--- src/rtl/wdiv_pkg.sv ---
package wdiv_pkg;

    typedef enum logic [1:0] {
        ST_CONVERGED = 2'd0,
        ST_TAKEN     = 2'd1,
        ST_NOT_TAKEN = 2'd2
    } wdiv_state_e;

endpackage

--- src/rtl/wdiv_split.sv ---
// Splits the active mask into the two branch sides and flags divergence.
module wdiv_split #(
    parameter int unsigned LANES = 32
) (
    input  logic [LANES-1:0] mask_i,
    input  logic [LANES-1:0] cond_i,
    output logic [LANES-1:0] tk_o,
    output logic [LANES-1:0] nt_o,
    output logic             split_o
);

    for (genvar g = 0; g < LANES; g++) begin : g_lane
        assign tk_o[g] = mask_i[g] & cond_i[g];
        assign nt_o[g] = mask_i[g] & ~cond_i[g];
    end

    assign split_o = (|tk_o) & (|nt_o);

endmodule

--- src/rtl/wdiv_stack.sv ---
// Reconvergence stack: saved pre-branch mask, deferred mask, return state.
module wdiv_stack #(
    parameter int unsigned LANES = 32,
    parameter int unsigned DEPTH = 4
) (
    input  logic                       clk,
    input  logic                       rst_n,
    input  logic                       push_i,
    input  logic                       pop_i,
    input  logic [LANES-1:0]           push_pre_i,
    input  logic [LANES-1:0]           push_alt_i,
    input  logic [1:0]                 push_ret_i,
    output logic [LANES-1:0]           top_pre_o,
    output logic [LANES-1:0]           top_alt_o,
    output logic [1:0]                 top_ret_o,
    output logic [$clog2(DEPTH+1)-1:0] depth_o,
    output logic                       full_o,
    output logic                       empty_o
);

    localparam int unsigned PTR_W = $clog2(DEPTH + 1);
    localparam int unsigned IDX_W = (DEPTH > 1) ? $clog2(DEPTH) : 1;

    logic [LANES-1:0] pre_q [DEPTH];
    logic [LANES-1:0] alt_q [DEPTH];
    logic [1:0]       ret_q [DEPTH];
    logic [PTR_W-1:0] depth_q;
    logic [PTR_W-1:0] below;
    logic [IDX_W-1:0] top_idx;
    logic [IDX_W-1:0] wr_idx;

    assign below   = depth_q - 1'b1;
    assign top_idx = below[IDX_W-1:0];
    assign wr_idx  = depth_q[IDX_W-1:0];
    assign full_o  = (depth_q == PTR_W'(DEPTH));
    assign empty_o = (depth_q == '0);
    assign depth_o = depth_q;

    assign top_pre_o = pre_q[top_idx];
    assign top_alt_o = alt_q[top_idx];
    assign top_ret_o = ret_q[top_idx];

    always_ff @(posedge clk) begin
        if (!rst_n) begin
            depth_q <= '0;
        end else if (push_i && !full_o) begin
            depth_q <= depth_q + 1'b1;
        end else if (pop_i && !empty_o) begin
            depth_q <= depth_q - 1'b1;
        end
    end

    always_ff @(posedge clk) begin
        if (push_i && !full_o) begin
            pre_q[wr_idx] <= push_pre_i;
            alt_q[wr_idx] <= push_alt_i;
            ret_q[wr_idx] <= push_ret_i;
        end
    end


    push_when_full_chk: assert property (@(posedge clk) disable iff (!rst_n)
        push_i |-> !full_o);


    pop_when_empty_chk: assert property (@(posedge clk) disable iff (!rst_n)
        pop_i |-> !empty_o);


    no_simultaneous_chk: assert property (@(posedge clk) disable iff (!rst_n)
        !(push_i && pop_i));

endmodule

--- src/rtl/warp_diverge_ctl.sv ---
module warp_diverge_ctl
    import wdiv_pkg::*;
#(
    parameter int unsigned LANES = 32,
    parameter int unsigned DEPTH = 4,
    parameter int unsigned CNT_W = 32
) (
    input  logic                       clk,
    input  logic                       rst_n,
    input  logic                       br_valid_i,
    output logic                       br_ready_o,
    input  logic [LANES-1:0]           br_cond_i,
    input  logic                       pass_done_i,
    output logic [LANES-1:0]           lane_mask_o,
    output logic                       path_taken_o,
    output logic [$clog2(DEPTH+1)-1:0] nest_depth_o,
    output logic                       ovf_err_o,
    output logic [CNT_W-1:0]           pass_count_o
);

    localparam int unsigned PTR_W = $clog2(DEPTH + 1);

    wdiv_state_e      state_q, state_d;
    logic [LANES-1:0] mask_q, mask_d;
    logic [CNT_W-1:0] cnt_q;
    logic             err_q, err_d;
    logic             cnt_inc;
    logic             push, pop;
    logic             br_fire;

    logic [LANES-1:0] tk_mask, nt_mask;
    logic             split;
    logic [LANES-1:0] top_pre, top_alt;
    logic [1:0]       top_ret;
    logic [PTR_W-1:0] depth;
    logic             full, empty;

    wdiv_split #(.LANES(LANES)) split_i (
        .mask_i  (mask_q),
        .cond_i  (br_cond_i),
        .tk_o    (tk_mask),
        .nt_o    (nt_mask),
        .split_o (split)
    );

    wdiv_stack #(.LANES(LANES), .DEPTH(DEPTH)) stack_i (
        .clk        (clk),
        .rst_n      (rst_n),
        .push_i     (push),
        .pop_i      (pop),
        .push_pre_i (mask_q),
        .push_alt_i (nt_mask),
        .push_ret_i (state_q),
        .top_pre_o  (top_pre),
        .top_alt_o  (top_alt),
        .top_ret_o  (top_ret),
        .depth_o    (depth),
        .full_o     (full),
        .empty_o    (empty)
    );

    assign br_ready_o = !pass_done_i;
    assign br_fire    = br_valid_i && br_ready_o;

    // Next-state and stack control
    always_comb begin
        state_d = state_q;
        mask_d  = mask_q;
        err_d   = err_q;
        cnt_inc = 1'b0;
        push    = 1'b0;
        pop     = 1'b0;
        if (pass_done_i) begin
            unique case (state_q)
                ST_CONVERGED: ;
                ST_TAKEN: begin
                    mask_d  = top_alt;
                    state_d = ST_NOT_TAKEN;
                    cnt_inc = 1'b1;
                end
                ST_NOT_TAKEN: begin
                    mask_d  = top_pre;
                    state_d = wdiv_state_e'(top_ret);
                    pop     = 1'b1;
                end
                default: ;
            endcase
        end else if (br_fire) begin
            if (full) begin
                err_d = 1'b1;
            end else if (split) begin
                push    = 1'b1;
                mask_d  = tk_mask;
                state_d = ST_TAKEN;
                cnt_inc = 1'b1;
            end else begin
                cnt_inc = 1'b1;
            end
        end
    end

    // State register
    always_ff @(posedge clk) begin
        if (!rst_n) begin
            state_q <= ST_CONVERGED;
            mask_q  <= '1;
            err_q   <= 1'b0;
            cnt_q   <= '0;
        end else begin
            state_q <= state_d;
            mask_q  <= mask_d;
            err_q   <= err_d;
            cnt_q   <= cnt_q + CNT_W'(cnt_inc);
        end
    end

    // Outputs
    always_comb begin
        lane_mask_o  = mask_q;
        path_taken_o = (state_q != ST_NOT_TAKEN);
        nest_depth_o = depth;
        ovf_err_o    = err_q;
        pass_count_o = cnt_q;
    end


    narrow_chk: assert property (@(posedge clk) disable iff (!rst_n)
        (br_fire && !full) |=> ((lane_mask_o & ~$past(lane_mask_o)) == '0));


    switch_chk: assert property (@(posedge clk) disable iff (!rst_n)
        (state_q == ST_TAKEN && pass_done_i) |=>
            (!path_taken_o && ((lane_mask_o & $past(lane_mask_o)) == '0)));


    reconverge_chk: assert property (@(posedge clk) disable iff (!rst_n)
        (state_q == ST_NOT_TAKEN && pass_done_i) |=>
            (nest_depth_o == ($past(nest_depth_o) - 1'b1)));


    converged_empty_chk: assert property (@(posedge clk) disable iff (!rst_n)
        (state_q == ST_CONVERGED) == empty);


    no_overflow_chk: assert property (@(posedge clk) disable iff (!rst_n)
        (br_fire && full) |=>
            (ovf_err_o && $stable(lane_mask_o) && $stable(nest_depth_o)));


    err_sticky_chk: assert property (@(posedge clk) disable iff (!rst_n)
        ovf_err_o |=> ovf_err_o);


    idle_done_chk: assert property (@(posedge clk) disable iff (!rst_n)
        (state_q == ST_CONVERGED && pass_done_i) |=>
            ($stable(lane_mask_o) && $stable(pass_count_o)));


    count_step_chk: assert property (@(posedge clk) disable iff (!rst_n)
        1'b1 |=> ((pass_count_o == $past(pass_count_o)) ||
                  (pass_count_o == ($past(pass_count_o) + 1'b1))));


    mask_live_chk: assert property (@(posedge clk) disable iff (!rst_n)
        lane_mask_o != '0);

endmodule

--- config.mk ---
export PLATFORM = sky130hd
export DESIGN_NAME = warp_diverge_ctl
export DESIGN_NICKNAME = d
export VERILOG_FILES = /design/src/rtl/wdiv_pkg.sv /design/src/rtl/wdiv_split.sv /design/src/rtl/wdiv_stack.sv /design/src/rtl/warp_diverge_ctl.sv
export SDC_FILE = /design/constraint.sdc
export NUM_CORES = 1
export LEC_CHECK = 0
export BUFFER_PORTS_ARGS = -buffer_cell sky130_fd_sc_hd__buf_2
export CORE_ASPECT_RATIO = 2
export CORE_MARGIN = 4
export CORE_UTILIZATION = 30
export CTS_CLUSTER_SIZE = 24
export DETAILED_ROUTE_END_ITERATION = 16
export GPL_ROUTABILITY_DRIVEN = 1
export MAX_ROUTING_LAYER = met4
export SLEW_MARGIN = 20
export SYNTH_ARGS = -nofsm -noshare
export SYNTH_HDL_FRONTEND = slang
export SYNTH_SLANG_ARGS = --single-unit
--- constraint.sdc ---
create_clock -name clk -period 6.65 [get_ports clk]
set_clock_uncertainty 0.2 [all_clocks]
set_input_delay 0.3325 -clock clk [delete_from_list [all_inputs] [get_ports clk]]
set_output_delay 0.3325 -clock clk [all_outputs]
set_load 0.05 [all_outputs]
# Word level (Yosys, flattened, before mapping)
# Memories as Yosys holds them, arrays and structs flattened.
# Cells that the tools add are included.
[word_totals]
reg_bits = 70
latch_bits = 0
mem_bits_rw = 264
romBits = 0
inputBits = 36
out_inout_bits = 70
wordCells = 153
mem_count = 3
[memory_table]
columns = ["memory", "words", "width", "read_ports", "rd_clocked_by_memory_dff", "write_ports", "line_no", "source"]
rows = [
  ["stack_i.alt_q", 4, 32, 1, 0, 1, "wdiv_stack.sv:25", "logic [LANES-1:0] alt_q [DEPTH];"],
  ["stack_i.pre_q", 4, 32, 1, 0, 1, "wdiv_stack.sv:24", "logic [LANES-1:0] pre_q [DEPTH];"],
  ["stack_i.ret_q", 4, 2, 1, 0, 1, "wdiv_stack.sv:26", "logic [1:0] ret_q [DEPTH];"],
]
[op_classes]
addsub = 3
multipliers = 0
n_div = 0
order_cmp = 0
eq_ne = 6
shifts = 0
muxes = 24
bitwise_logic = 98
n_reduce_logical = 14
[ops]
columns = ["operator", "n"]
rows = [
  ["2-to-1 mux 32 bit", 4],
  ["AND 1 bit", 65],
  ["case mux 32 bit (2 select lines)", 1],
  ["OR reduction 32 bit", 2],
  ["NOT 1 bit", 33],
  ["adder 32 x 1 -> 32 bit", 1],
  ["2-to-1 mux 1 bit", 12],
  ["2-to-1 mux 2 bit", 4],
  ["2-to-1 mux 3 bit", 2],
  ["nonzero test 2 bit", 3],
  ["inequality test 2 bit (second input constant)", 2],
  ["case mux 2 bit (2 select lines)", 1],
  ["AND reduction 4 bit", 1],
  ["adder 3 x 1 -> 3 bit (second input constant)", 1],
  ["equality test 3 bit (second input constant)", 1],
  ["logical AND 1 bit", 3],
  ["logical NOT 1 bit", 3],
  ["logical NOT 3 bit", 1],
  ["inequality test 3 x 1 -> 1 bit (second input constant)", 1],
  ["AND reduction 3 bit", 1],
  ["subtractor 3 x 1 -> 3 bit (second input constant)", 1],
  ["equality test 2 x 1 -> 1 bit (second input constant)", 1],
  ["equality test 2 bit (second input constant)", 1],
]

# Depth between registers and ports, before layout
# Gate-level depths: netlist (run 1).
[depth]
depth_word = 11
depth_mapped = 17
ltp_nobuf = 13

# By module
# From an unflattened synthesis (run 1), not the netlist that was laid out.
[hier_totals]
cells_unflattened = 838
area_unflattened_um2 = 13828.3
[by_module_without_submodules]
columns = ["mod", "instances", "cells_per_inst", "area_each_um2", "seq_area_each_um2"]
rows = [
  ["wdiv_stack", 1, 379, 9816.9, 7987.7],
  ["warp_diverge_ctl", 1, 374, 3413.3, 1341.3],
  ["wdiv_split", 1, 85, 598.1, 0.0],
]

# Worst setup path before layout (run 1)
# Ideal clock, no wire load.
[synth_path]
path_kind = "reg-to-reg"
start = "register stack_i.depth_q[0] (netlist: stack_i.depth_o[0])"
end = "memory stack_i.alt_q[3][0] (enable)"
setup_time_ns = 0.572
arrival_ns = 6.749
required_time_ns = 5.878
path_slack_ns = -0.871
path_stages_with_launch = 12
n_path_buf = 5
synth_period_minus_slack_ns = 7.521
path_cell_list = "dfxtp_1 > buf_2 > buf_6 > buf_4 > inv_1 > ha_1 > nand2_1 > nand3_1 > o21bai_1 > buf_4 > buf_2 > nor3_1"
[synth_via]
elab_chain_len = 7
word_cells_on_any_way = 8
cone_classes = "1 x eq/ne; 5 x mux; 2 x reduce/logical"
[synth_rtl]
columns = ["element", "line_no", "source"]
rows = [
  ["start: declaration", "wdiv_stack.sv:27", "logic [PTR_W-1:0] depth_q;"],
  ["start signal: assignment", "wdiv_stack.sv:47", "depth_q <= depth_q + 1'b1;"],
  ["start signal: assignment", "wdiv_stack.sv:49", "depth_q <= depth_q - 1'b1;"],
  ["equality test 3 bit", "wdiv_stack.sv:35", "assign full_o = (depth_q == PTR_W'(DEPTH));"],
  ["2-to-1 mux 1 bit", "warp_diverge_ctl.sv:89", "if (full) begin"],
  ["2-to-1 mux 1 bit", "warp_diverge_ctl.sv:88", "end else if (br_fire) begin"],
  ["2-to-1 mux 1 bit", "warp_diverge_ctl.sv:73", "if (pass_done_i) begin"],
  ["logical AND 1 bit", "wdiv_stack.sv:54", "if (push_i && !full_o) begin"],
  ["2-to-1 mux 1 bit", "wdiv_stack.sv:54", ""],
  ["2-to-1 mux 1 bit (implied by the code)", "wdiv_stack.sv:56", "alt_q[wr_idx] <= push_alt_i;"],
  ["end: declaration", "wdiv_stack.sv:25", ""],
]
# Parallel ways exist; a longest one is shown, timed or not.

# Final worst setup path (run 1)
[layout_path]
start = "register stack_i.depth_q[0] (netlist: stack_i.depth_o[0])"
end = "memory stack_i.alt_q[1][28] (enable)"
# The elaborated chain is that of the path after synthesis.

==> flow_summary.toml, run 1 <==
[status]
status = "finished clean"

[clock_network]
clock-sinks = 334
cts.clk_slew.worst_paths_ps = 70
htreeDepth = 1
cts_root_buf = "clkbuf_16"
insertion_delay_ps = 580
numCtsBuffers = 30
postCtsSetupRepairBufs = 0
clockBufferDepth = 3
cts_tree = "done"

[setup_path]
slowest_delay_ps = 820
crit-reg2reg-launch = "stack_i.depth_o[0]"
critPathMaxFanout = 66
r2r_end = "stack_i.alt_q[1][28]"
required_ps = 6630
rrSetupSlack_ps = 2820
cp.arrival_ps = 3810
crit_type = "flop to flop"
r2r_cells = 8
crit_chain = "inv_1 -> ha_4 -> nand2_1 -> nand3_1 -> o21bai_4 -> nor2_1 -> and2_4 -> buf_4"
startpoint_type = "flop"
slowest_stage = "buf_4"
worst_setup_path_end_kind = "flop"

[route]
drt_iter0_markers = 556
ant_nets = 0
viasPerCell = 5.061
drc_errors = 0
wire_per_inst_um = 21.66
drt_pass1_iterations = 5
routed_wl_um = 34330
routed-via-count = 8021

[synthesis]
synth_area_leaders = "edfxtp_1, mux4_2, dfxtp_1, nand3_1, nor2_1"
yosysWarnings = 0
synth_top_cells_by_count = "edfxtp_1, nor2_1, nand3_1"
synth_edf_count = 264
syn-instance-count = 863
synth-seq-cells = 334
synth_area_leader_cell = "edfxtp_1"
synthArstFlopShare = 0
netlist_area_um2 = 13640
synth_most_common_cell = "edfxtp_1"
synth_top_area_share = 0.5810
synth_fp_nets = 906
synth_ff_type = "edfxtp_1"
syn_area_per_cell_um2 = 15.81
ys_seq_area_frac = 0.6837
synth_cell_type_count = 46

[timing]
hold_viol_final = 0
maxSlewHeadroom = 0.2654
tns_ps = 0
setup_viol = 0
slew_viol_final = 0
min_period_ps = 3831
worstMarginPinSlew_ps = 1102
timing.fmax_ghz = 0.2611
rsz0062_at_grt = "false"
fin_crit_sh = 0.5760

[grt]
grt_max_degree = 67
grt_pass1_wl_um = 52210
antenna_found_initial = 2
grt-ovfl-total = 0
grt_pass1_vias = 8318
track_usage = 0.1418

[floorplanning]
core_um2 = 45010
rows = 110
fp.dieW_um = 158.8
dieHeight_um = 309.6
initial_core_util = 0.3032
dieArea_um2 = 49160
num_io_pins = 106

[layout]
syn_to_final_growth_pct = 18.77
drive_above_1_share = 0.2434
final_cells = 1585
fin_util = 0.3601
fill_cells = 4229
final_nets = 1042

[power_and_ir_drop]
p_leak_nw = 5.602
ir_drop_mv = 0.1565
power_density_nw_per_um2 = 290.2

[flow_run]
max_cap_viol_count = 0

[worst_hold_path]
whs_path_depth = 2
holdCritPathClass = "flop to flop"
hold_end = "ovf_err_o"
hold_start = "ovf_err_o"

[placement]
dp_hpwl_um = 21110
place_inst = 1492
port_buffers = 105
gp_congestion = 0.7515
-- timing repair --
action / in CTS / in global routing
gates resized for setup: 0 / 0
hold buffers: 35 / 0
hold endpoints to repair: 141 / 0
-- final cells by class --
class | instances | area, um2 | area share
diodes | 2 | 5.005 | 0.0003088
clock buffers | 38 | 832.0 | 0.05134
repair buffers | 151 | 958.4 | 0.05914
inverters | 7 | 27.53 | 0.001699
well taps | 560 | 700.7 | 0.04324
clock inverters | 18 | 231.5 | 0.01428
multi-input cells | 475 | 4118 | 0.2541
flip-flops and latches | 334 | 9333 | 0.5759
-- worst max-delay path, delay by kind of cell, from the launching register on --
kind / cells / cell delay, ps
AO/OA/AOI/OAI: 1 / 280
adder cells (fa/ha/maj): 1 / 230
buffers and inverters: 2 / 1050
flip-flops: 1 / 700
AND/OR/NAND/NOR: 4 / 910
-- worst max path at each step --
stage          slack, ps          startpoint                    to
2_1_floorplan       1170  stack_i.depth_o[0]   stack_i.alt_q[3][0]
3_3_place_gp        2680  stack_i.depth_o[0]  stack_i.alt_q[0][30]
3_5_place_dp        2670  stack_i.depth_o[0]   stack_i.alt_q[0][6]
4_1_cts             2630  stack_i.depth_o[0]   stack_i.pre_q[0][6]
5_1_grt             2510  stack_i.depth_o[0]   stack_i.pre_q[0][6]
6_report            2820  stack_i.depth_o[0]  stack_i.alt_q[1][28]
-- state kept, by name, indices dropped and copies added, names as in the netlist --
name and flops:
lane_mask_o 32, stack_i.alt_q 128, ovf_err_o 1, state_q 2, stack_i.pre_q 128, stack_i.ret_q 8
stack_i.depth_o 3, pass_count_o 32
-- stage by stage --
step / instance area [um2] / total power, W / setup WS (ps) / hold WS, ps
2_1_floorplan: 13650 / 0.002723 / 1169 / 290.0
3_3_place_gp: 14790 / 0.002869 / 2680 / 236.7
3_5_place_dp: 14790 / 0.002878 / 2673 / 255.5
4_1_cts: 16200 / 0.004754 / 2628 / 264.2
5_1_grt: 16210 / 0.004877 / 2514 / 287.4
6_report: 16210 / 0.004703 / 2819 / 266.5
-- layer usage --
| metal | part of all wire | vias to the layer above | track usage |
|---|---|---|---|
| li1 | - | 3631 | - |
| met1 | 0.39 | 4089 | 0.1606 |
| met2 | 0.53 | 235 | 0.2509 |
| met3 | 0.050 | 66 | 0.02512 |
| met4 | 0.037 | 0 | 0.05535 |
| met5 | 0 | - | - |
-- cell families after synthesis --
group           after synthesis  synth area share
simple gates                276            0.1039
buf+inv                      54           0.01898
xor+xnor                     31           0.01990
mux                          99            0.1332
compound gates               62           0.03393
flops                       334            0.6837
fa+ha+maj                     7          0.006419
-- where the power goes --
group | internal (W) | switching, W | total [W]
Clock | 0.00108 | 0.000780 | 0.00186
Sequential | 0.00233 | 0.0000606 | 0.00239
Combinational | 0.000167 | 0.000282 | 0.000449
Total | 0.00358 | 0.00112 | 0.00470
-- cells in the final DEF, fill, tap and decap left out, types with 22 or more instances in the layout --
cell	synthesis	routed
edfxtp_1	264	264
buf_2	15	105
nor2_1	99	99
nand3_1	78	78
dfxtp_1	70	69
mux4_2	66	66
dlygate4sd3_1	0	35
nor2b_1	33	33
mux2i_1	33	33
o211ai_1	32	32
clkbuf_16	0	31
xor2_1	22	22
Power figures use the tool's default switching activity.
==> run 2: changes to the inputs <==
- clock period: 6.65 -> 4 ns (I/O delays scaled with it)
==> run 2 against run 1 <==
Clock power is 56% higher. First-iteration DRC count is 13% higher. Sequential power up 65%. Combinational power rose by 78%. Critical path depth grew 1. Via count down 0.26%. Critical path type unchanged. Largest cell class unchanged. Final area rose by 0.34%. Non-clock buffer count rose by 14. Core utilization rose by 0.12 points.
==> flow_summary.toml, run 2 (synthesis results as in run 1) <==
[status]
status = "finished clean"

[floorplanning]
core_um2 = 45010
num_io_pins = 106
fp.dieW_um = 158.8
dieArea_um2 = 49160
rows = 110
dieHeight_um = 309.6
initial_core_util = 0.3032

[placement]
dp_hpwl_um = 21070
dp_slack_ps = 722.3
port_buffers = 105
gp_congestion = 0.7620

[clock_network]
cts.clk_slew.worst_paths_ps = 70
cts_tree = "done"
insertion_delay_ps = 580
htreeDepth = 1
clockBufferDepth = 3
clock-sinks = 334
numCtsBuffers = 30
cts_root_buf = "clkbuf_16"

[power_and_ir_drop]
pwr-share-comb = 0.105
p_leak_nw = 5.648
netSwitchingFraction = 0.2460
power_frac_clock = 0.381
power_density_nw_per_um2 = 470.5
switchingPower_w = 0.001882
ir_drop_mv = 0.2751
internal_power_w = 0.005769
seq_power_share = 0.515

[flow_run]
max_cap_viol_count = 0

[layout]
final_common_cell = "edfxtp_1"
final_nets = 1056
reg_top3 = "stack_i.alt_q (128), stack_i.pre_q (128)"
n_antenna_cell = 0
final_cell_mix = "edfxtp_1, buf_2, nor2_1, nand3_1, dfxtp_1"
syn_to_final_growth_pct = 19.17
drive_above_1_share = 0.2517
fill_cells = 4202

[setup_path]
r2r_cells = 9
required_ps = 4280
crit_chain = "buf_4 -> nor2b_1 -> nor4_1 -> nand4_1 -> o21bai_4 -> buf_4 -> nor3_1 -> o21a_1 -> dlygate4sd3_1"
rrSetupSlack_ps = 520
cp.arrival_ps = 3760
critPathTopFamily = "buffers and inverters"
worst_setup_path_end_kind = "flop"
slowest_stage = "nor4_1"
critPathMaxFanout = 38
critPathMostFrequentCell = "buf_4"
path_buf_inv = 3
crit-reg2reg-launch = "lane_mask_o[27]"
slowest_delay_ps = 630
crit_type = "flop to flop"
startpoint_type = "flop"
r2r_end = "state_q[0]"

[worst_hold_path]
whs_path_depth = 4
hold_end = "lane_mask_o[20]"
holdCritPathClass = "input port to flop"
hold_start = "br_cond_i[20]"

[timing]
worstMarginPinSlew_ps = 1087
timing.fmax_ghz = 0.2873
slew_viol_final = 0
min_period_ps = 3481
hold_viol_final = 0
timing.final.ws_setup_ps = 519.4
fin_crit_sh = 0.8701
tns_ps = 0
setup_viol = 0
rsz0062_at_grt = "false"
fin_hold_ws_ps = 242.5
maxSlewHeadroom = 0.2751

[grt]
grt_pass1_wl_um = 52270
track_usage = 0.1416
antenna_found_initial = 0
busiest_layer = "met2"
gr-usage-met1 = 0.1543
grt_pass1_vias = 8308
use_met3 = 0.02020
grt_max_degree = 67
use_met2 = 0.2593
grt-ovfl-total = 0

[route]
routed-via-count = 8000
wire_per_inst_um = 21.59
viasPerCell = 5.009
ant_nets = 0
routed_wl_um = 34470
drt_iter0_markers = 630
drt_pass1_iterations = 4
drc_errors = 0
-- run 2: metal layers --
metal	vias to the layer above	part of all wire
li1	3656	-
met1	4064	0.38
met2	217	0.53
met3	63	0.046
met4	0	0.039
met5	-	0
-- run 2: layout make-up --
cell class / count / area, um2 / area share
Sequential cell: 334 / 9333 / 0.5739
Multi-Input combinational cell: 475 / 4108 / 0.2526
Timing Repair Buffer: 165 / 1111 / 0.06833
Clock buffer: 35 / 779.5 / 0.04794
Tap cell: 560 / 700.7 / 0.04309
Clock inverter: 21 / 202.7 / 0.01247
Inverter: 7 / 26.28 / 0.001616
-- run 2: how the worst max path moves through the flow --
stage	end	start	cells after the start	slack, ps
CTS	state_q[0]	lane_mask_o[27]	9	480
detailed placement	stack_i.alt_q[3][30]	lane_mask_o[27]	8	720
floorplan	stack_i.alt_q[3][0]	stack_i.depth_o[0]	11	20
global route	state_q[0]	lane_mask_o[26]	8	440
finish	state_q[0]	lane_mask_o[27]	9	520
global placement	stack_i.alt_q[3][30]	lane_mask_o[27]	8	760
-- run 2: tightest hold or removal path, stage by stage --
cell and delay [ps]:
dlygate4sd3_1 520, buf_2 130, nand3_1 70, nand3_1 70
-- run 2: power groups by stage --
stage                     clock, W  sequential (W)  combinational (W)
after CTS                  0.00297         0.00394           0.000819
after floorplan                  0         0.00412           0.000411
after global placement           0         0.00401           0.000781
final                      0.00291         0.00394           0.000800
after detailed placement         0         0.00402           0.000787
after global routing       0.00311         0.00395           0.000864
-- run 2: repair_timing --
item,4_1_cts,5_1_grt
resized for setup,0,0
setup endpoints to repair,0,0
setup buffers,0,0
endpoints found under the hold margin,168,0
hold buffers,36,0
-- run 2: per-stage QoR --
stage | instances | area [um2] | util | total power, W
floorplan | 863 | 13700 | - | 0.004532
global placement | 1504 | 14890 | 0.3309 | 0.004790
detailed placement | 1505 | 14920 | 0.3315 | 0.004802
CTS | 1597 | 16260 | 0.3613 | 0.007728
global route | 1597 | 16260 | 0.3613 | 0.007920
finish | 1597 | 16260 | 0.3613 | 0.007651
